**config.mk**
```make
export PLATFORM = sky130hd
export DESIGN_NAME = sclk_gen
export DESIGN_NICKNAME = d
export VERILOG_FILES = /design/src/rtl/sclk_pkg.sv /design/src/rtl/sclk_dp.sv /design/src/rtl/sclk_ctrl.sv /design/src/rtl/sclk_gen.sv
export SDC_FILE = /design/constraint.sdc
export NUM_CORES = 1
export LEC_CHECK = 0
export BUFFER_PORTS_ARGS = -buffer_cell sky130_fd_sc_hd__buf_2
export CAP_MARGIN = 0
export CORE_AREA = 8 8 69 71
export DETAILED_ROUTE_END_ITERATION = 6
export DIE_AREA = 0 0 77 79
export HOLD_SLACK_MARGIN = 0.12
export PLACE_DENSITY_LB_ADDON = 0.05
export SKIP_LAST_GASP = 1
export SLEW_MARGIN = 20
export SYNTH_ARGS = -nofsm -noshare
export SYNTH_HDL_FRONTEND = slang
export SYNTH_SLANG_ARGS = --single-unit
```
**constraint.sdc**
```tcl
create_clock -name clk -period 9 [get_ports clk]
set_clock_uncertainty 0.2 [all_clocks]
set_input_delay 0 -clock clk [delete_from_list [all_inputs] [get_ports clk]]
set_output_delay 0 -clock clk [all_outputs]
set_load 0.02 [all_outputs]
```
**src/rtl/sclk_pkg.sv**
```systemverilog
`timescale 1ns/1ps
package sclk_pkg;

  // Control strobes passed from the sequencer to the counting datapath.
  typedef struct packed {
    logic clr;       // hold counter at zero
    logic step;      // one scaled clock period elapsed
    logic selHi;     // current level is high: compare against high count
    logic timerSel;  // compare against the joined 16-bit reload
  } sclkCtrl_t;

  // Clamp the prescaler exponent to the largest supported value.
  function automatic logic [3:0] clampScale(input logic [3:0] s, input int maxS);
    clampScale = (int'(s) > maxS) ? 4'(maxS) : s;
  endfunction

endpackage

```
**src/rtl/sclk_dp.sv**
```systemverilog
`timescale 1ns/1ps
module sclk_dp
  import sclk_pkg::*;
#(
  parameter int CNT_W = 8
) (
  input  logic             clk,
  input  logic             rstN,
  input  sclkCtrl_t        ctl,
  input  logic [CNT_W-1:0] loCnt,
  input  logic [CNT_W-1:0] hiCnt,
  output logic             done
);
  localparam int TMR_W = 2 * CNT_W;

  logic [TMR_W-1:0] cnt;
  logic [TMR_W-1:0] rawLimit;
  logic [TMR_W-1:0] limit;
  logic [TMR_W:0]   nextCnt;

  // Pick the terminal count for the current phase or the timer reload.
  always_comb begin
    if (ctl.timerSel)   rawLimit = {hiCnt, loCnt};
    else if (ctl.selHi) rawLimit = TMR_W'(hiCnt);
    else                rawLimit = TMR_W'(loCnt);
    limit   = (rawLimit == '0) ? TMR_W'(1) : rawLimit;
    nextCnt = {1'b0, cnt} + (TMR_W+1)'(1);
    done    = ctl.step && (nextCnt >= {1'b0, limit});
  end

  always_ff @(posedge clk or negedge rstN) begin
    if (!rstN)         cnt <= '0;
    else if (ctl.clr)  cnt <= '0;
    else if (done)     cnt <= '0;
    else if (ctl.step) cnt <= nextCnt[TMR_W-1:0];
  end

endmodule

```
**src/rtl/sclk_ctrl.sv**
```systemverilog
`timescale 1ns/1ps
module sclk_ctrl
  import sclk_pkg::*;
#(
  parameter int SCALE_W   = 4,
  parameter int MAX_SCALE = 8
) (
  input  logic               clk,
  input  logic               rstN,
  input  logic               runEn,
  input  logic               timerMode,
  input  logic               cpol,
  input  logic               cpha,
  input  logic [SCALE_W-1:0] scaleSel,
  input  logic               done,
  output sclkCtrl_t          ctl,
  output logic               sclkOut,
  output logic               sampleStb,
  output logic               shiftStb,
  output logic               timerTick
);
  localparam int PRE_W = (MAX_SCALE < 1) ? 1 : MAX_SCALE;

  logic [PRE_W-1:0] preCnt;
  logic [PRE_W-1:0] preMask;
  logic [PRE_W:0]   maskWide;
  logic [3:0]       sEff;
  logic             preHit;
  logic             lvl;
  logic             leading;
  logic             sampleNow;

  // Prescaler: a hit every 2^sEff cycles while running.
  always_comb begin
    sEff     = clampScale(4'(scaleSel), MAX_SCALE);
    maskWide = ((PRE_W+1)'(1) << sEff) - (PRE_W+1)'(1);
    preMask  = maskWide[PRE_W-1:0];
    preHit   = runEn && ((preCnt & preMask) == preMask);
  end

  always_ff @(posedge clk or negedge rstN) begin
    if (!rstN)       preCnt <= '0;
    else if (!runEn) preCnt <= '0;
    else if (preHit) preCnt <= '0;
    else             preCnt <= preCnt + PRE_W'(1);
  end

  always_comb begin
    ctl.clr      = !runEn;
    ctl.step     = preHit;
    ctl.selHi    = lvl;
    ctl.timerSel = timerMode;
    leading      = (lvl == cpol);
    sampleNow    = leading ^ cpha;
  end

  // Level register and one-cycle strobes, aligned with the new level.
  always_ff @(posedge clk or negedge rstN) begin
    if (!rstN) begin
      lvl       <= 1'b0;
      sampleStb <= 1'b0;
      shiftStb  <= 1'b0;
      timerTick <= 1'b0;
    end else begin
      sampleStb <= 1'b0;
      shiftStb  <= 1'b0;
      timerTick <= 1'b0;
      if (!runEn) begin
        lvl <= cpol;
      end else if (timerMode) begin
        lvl       <= cpol;
        timerTick <= done;
      end else if (done) begin
        lvl       <= !lvl;
        sampleStb <= sampleNow;
        shiftStb  <= !sampleNow;
      end
    end
  end

  assign sclkOut = lvl;

endmodule

```
**src/rtl/sclk_gen.sv**
```systemverilog
`timescale 1ns/1ps
module sclk_gen
  import sclk_pkg::*;
#(
  parameter int SCALE_W   = 4,
  parameter int MAX_SCALE = 8,
  parameter int CNT_W     = 8
) (
  input  logic               clk,
  input  logic               rstN,
  input  logic               runEn,
  input  logic               timerMode,
  input  logic               cpol,
  input  logic               cpha,
  input  logic [SCALE_W-1:0] scaleSel,
  input  logic [CNT_W-1:0]   loCnt,
  input  logic [CNT_W-1:0]   hiCnt,
  output logic               sclkOut,
  output logic               sampleStb,
  output logic               shiftStb,
  output logic               timerTick
);
  sclkCtrl_t ctl;
  logic      done;

  sclk_ctrl #(.SCALE_W(SCALE_W), .MAX_SCALE(MAX_SCALE)) ctrl_i (
    .clk(clk), .rstN(rstN), .runEn(runEn), .timerMode(timerMode),
    .cpol(cpol), .cpha(cpha), .scaleSel(scaleSel), .done(done),
    .ctl(ctl), .sclkOut(sclkOut), .sampleStb(sampleStb),
    .shiftStb(shiftStb), .timerTick(timerTick)
  );

  sclk_dp #(.CNT_W(CNT_W)) dp_i (
    .clk(clk), .rstN(rstN), .ctl(ctl),
    .loCnt(loCnt), .hiCnt(hiCnt), .done(done)
  );

endmodule

```
==> results by stage <==
Min path:
- The startpoint of the most critical hold path is scaleSel[2].
- The classification of the worst-slack hold path is in -> reg.
- The number of cells on the worst hold path is 4.
- The worst hold path terminates at ctrl_i.timerTick$_DFF_PN0_.

Logic synthesis:
- The flip-flop and latch count after synthesis is 28.
- For this run, the leading register cell type out of synthesis is sky130_fd_sc_hd__dfrtp_1.
- The portion of the post-synthesis area used by sequential elements is 32.05%.
- The commonest cells after synthesis are 28 x sky130_fd_sc_hd__dfrtp_1, 25 x sky130_fd_sc_hd__nand2_1, 19 x sky130_fd_sc_hd__ha_1.
- Yosys attributes the largest share of cell area to sky130_fd_sc_hd__dfrtp_1 32%, sky130_fd_sc_hd__ha_1 11%, sky130_fd_sc_hd__a32o_2 5.2%.
- Summing every instance area after synthesis gives 0.002186 mm2.
- The synthesized instance count is 229.
- Counting distinct cell types in the post-synthesis netlist gives 49.
- The synthesis warning total is 0.
- The synthesized design spends more area on one cell type than any other, namely sky130_fd_sc_hd__dfrtp_1.
- When the netlist entered floorplanning its net count stood at 274.
- The most frequently used cell type in the post-synthesis netlist is sky130_fd_sc_hd__dfrtp_1.
- The fraction of synthesis flops using an asynchronous set or reset pin is 100.0%.
- Each instance of the synthesized netlist takes up on average 9.545 um2.
- The share of the synthesized area in the top cell type is 32.05%.
- The count of flip-flops with a built-in enable after synthesis is 0.

Drt:
- The total routed wirelength is 5054 um.
- The total iterations of the first detailed-routing run is 4.
- The mean number of vias per cell is 5.821.
- For this run, design rule violations remaining after detail routing come to 0.
- The number of DRC violations after detailed-routing iteration 0 is 67.
- The final antenna-violating net count is 0.
- Across all layers, the routed design uses 1816 vias.
- The mean routed wirelength per cell is 16.20 um.

STA:
- The worst pin sits at a relative slew slack of 40.44%.
- Setup violations remaining at the end of the flow were counted as 0.
- The final worst-path cycle share is 50.34%.
- The aggregate negative setup slack is 0 ns.
- Subtracting the final worst setup slack from the clock period gives 4.531 ns.
- The count of endpoints failing hold in the final timing report is 0.
- The final count of pins violating max slew is 0.
- Setup repair after global routing left no endpoint under its margin.
- For the pin with the worst max-slew slack, the measured transition is 0.8916 ns.
- The maximum achievable frequency is 0.2207 GHz.

Critical path:
- The count of cells along the worst register-to-register path is 11.
- The arrival time at the worst endpoint is 4.49 ns.
- The data required time of the worst path is 8.96 ns.
- The endpoint class of the critical path is a flip-flop.
- The critical path contains buffers and inverters numbering 3 combined.
- The worst register-to-register path has a setup slack of 4.51 ns.
- Traced cell by cell, the critical path runs through dlygate4sd3_1 > buf_2 > nor2b_1 > mux2i_1 > nand4_1 > o31ai_1 > ha_1 > o2111ai_1 > a31oi_1 > o21ai_2 > and2_1 > nor4_1 > dlygate4sd3_1.
- By instance count, the cell type seen most on the critical path is sky130_fd_sc_hd__dlygate4sd3_1.
- The startpoint of the most critical register-to-register path is ctrl_i.sclkOut$_DFFE_PN0P_.
- In this run the critical register-to-register path is captured at ctrl_i.shiftStb$_DFF_PN0_.
- The category of the worst setup path launch point is an input pin.
- In this design, the stage delay of the slowest critical-path cell is 0.73 ns.
- The critical path in this run is classified as in -> reg.
- The largest individual stage delay along the critical path comes from the cell sky130_fd_sc_hd__nor2b_1.
- The worst setup path startpoint is timerMode.
- Along the worst path, the maximum fanout reaches 15.
- Broken down by cell family, the worst path's largest delay share belongs to simple AND/OR/NAND/NOR gates.

Clocking:
- CTS built an H-tree with a depth of 1.
- The number of buffers added by the clock tree synthesis step is 3.
- The clock latency on the worst-skew pair is 0.27 ns.
- The deepest clock path buffer count is 2.
- The clock transition at the register clock pins on the worst setup and hold paths after CTS is 0.09 ns.
- The tree built by TritonCTS fans out to 28 sinks.
- The tree is rooted in a sky130_fd_sc_hd__clkbuf_8.
- The CTS tree is yes.

Die:
- The number of rows in the core area is 23.
- The die covers 0.006083 mm2.
- In this run the standard cell core region covers 0.003799 mm2.
- The number of ports placed on the die boundary is 30.
- The width of the chip is 77 um.
- For this configuration, the core starts out at a cell density of 57.54%.
- The die is 79 um tall.

Pwr:
- The overall power consumption is 250.6 uW.
- The static power due to leakage is 0.001171 uW.
- Across the VDD grid, the largest voltage drop is 0.00005759 V.
- The ratio of total power to cell area is 101.1 mW/mm2.

Final layout:
- The post-route netlist has 20.61% of its cells at a drive strength greater than 1.
- The repair_antennas step left the layout with diodes totalling 0.
- The final instance count without filler cells is 312.
- The area growth from synthesis to layout is 13.45%.
- Measured on the finished design, the core utilization comes to 65.28%.
- The net count reported at finish is 308.

Global route:
- The wire length of the first global-routing pass is 8673 um.
- Across every metal layer, demand over resource in global routing totals 17.20%.
- The maximum number of pins on one net before global-route repair is 29.
- The number of antenna violations at the first check in global routing came to 0.
- For this run the aggregate overflow at the end of global routing stands at 0.
- The via count of the first global-routing pass was 1816.

Placement:
- Input and output buffers added on the ports amount to 29.
- The number of placed instances, taps included, is 298.
- The global placer's final weighted congestion is 0.8158.
- After legalization and detailed placement, the total HPWL measured 3931 um.

Flow run:
- The tool flagged a number of max-cap violations equal to 0.

Outcome:
- The flow ran to the end, and the final reports show no timing, DRC or antenna violations.
-- area by class of cell --
type / instances / area, um2
clock buffers: 4 / 55.05
fillers: 339 / 1319
inverters: 7 / 26.28
multi-input cells: 184 / 1380
flip-flops and latches: 28 / 700.7
well taps: 50 / 62.56
repair buffers: 39 / 255.2
-- metal layers --
metal  vias up  wire length [um]  share of wire, %  track usage [%]
met5         -                 0                 0                0
met4         0                85               1.7            5.094
met3         8               302               6.0            3.499
met2        51              2351                47            28.38
met1       835              2315                46            22.27
li1        922                 -                 -                -
-- where the power goes --
group / internal, uW / switching, uW
sequential: 127 / 2.42
combinational: 19.8 / 23.7
clock: 39.2 / 38.3
total: 186 / 64.4
-- timing repair --
action                    in CTS  in global routing
hold buffers                  10                  0
resized for setup              0                  0
hold endpoints to repair      41                  0
setup buffers                  0                  0
-- worst reg2reg max path, stage by stage (launching register included) --
cell                            delay, ns
sky130_fd_sc_hd__dfrtp_1             0.45
sky130_fd_sc_hd__nor2b_1             0.74
sky130_fd_sc_hd__mux2i_1             0.34
sky130_fd_sc_hd__nand4_1             0.12
sky130_fd_sc_hd__o31ai_1             0.31
sky130_fd_sc_hd__ha_1                0.29
sky130_fd_sc_hd__o2111ai_1           0.19
sky130_fd_sc_hd__a31oi_1             0.12
sky130_fd_sc_hd__o21ai_2             0.33
sky130_fd_sc_hd__and2_1              0.59
sky130_fd_sc_hd__nor4_1              0.12
sky130_fd_sc_hd__dlygate4sd3_1       0.58
-- through the flow --
stage          area, um2  hold WS [ns]  setup WS [ns]
2_1_floorplan       2186       -0.4956          5.760
3_3_place_gp        2315       -0.1512          4.978
3_5_place_dp        2315       -0.1447          5.025
4_1_cts             2480        0.1732          4.516
5_1_grt             2480        0.2114          4.170
6_report            2480        0.1643          4.469
-- how the worst max path moves through the flow --
stage | to | slack [ns] | cells past startpoint
floorplan | dp_i.cnt[10]$_DFFE_PN0P_ | 5.76 | 13
global placement | dp_i.cnt[11]$_DFFE_PN0P_ | 4.98 | 10
detailed placement | dp_i.cnt[3]$_DFFE_PN0P_ | 5.02 | 10
CTS | ctrl_i.shiftStb$_DFF_PN0_ | 4.52 | 13
global route | ctrl_i.shiftStb$_DFF_PN0_ | 4.17 | 13
finish | ctrl_i.shiftStb$_DFF_PN0_ | 4.47 | 13
-- cells by family (layout without fill, tap and decap cells) --
kind of cell,after synthesis,in the layout,synth area share (%)
simple gates,92,92,21.75
compound gates,42,42,17.57
flops,28,28,32.05
xor+xnor,22,22,8.815
fa+ha+maj,19,19,10.88
buf+inv,17,50,4.808
mux,9,9,4.122
-- placed cells by master (no fill, tap or decap), types with 3 or more instances in the layout --
cell type                       Yosys  final
sky130_fd_sc_hd__a32o_2            10     10
sky130_fd_sc_hd__and3_1             4      4
sky130_fd_sc_hd__o2111ai_1          3      3
sky130_fd_sc_hd__dfrtp_1           28     28
sky130_fd_sc_hd__buf_2              2     29
sky130_fd_sc_hd__nor2b_1            4      4
sky130_fd_sc_hd__inv_1              7      7
sky130_fd_sc_hd__and2_1             4      4
sky130_fd_sc_hd__nand2_1           25     25
sky130_fd_sc_hd__dlygate4sd3_1      0      9
sky130_fd_sc_hd__nand4_1           10     10
sky130_fd_sc_hd__nand3_1           13     13
sky130_fd_sc_hd__clkbuf_8           0      4
sky130_fd_sc_hd__xnor2_1           12     12
sky130_fd_sc_hd__xor2_1            10     10
sky130_fd_sc_hd__a21oi_1            6      6
sky130_fd_sc_hd__nor2_1            18     18
sky130_fd_sc_hd__ha_1              19     19
sky130_fd_sc_hd__mux2i_1            9      9
sky130_fd_sc_hd__nor3_1             3      3
-- sequential cells by signal (all words and copies together) (netlist names) --
name / flops
ctrl_i.preCnt: 8
dp_i.cnt: 16
ctrl_i.shiftStb: 1
ctrl_i.sclkOut: 1
ctrl_i.timerTick: 1
ctrl_i.sampleStb: 1
No activity file was read; power rests on OpenSTA's default activity.
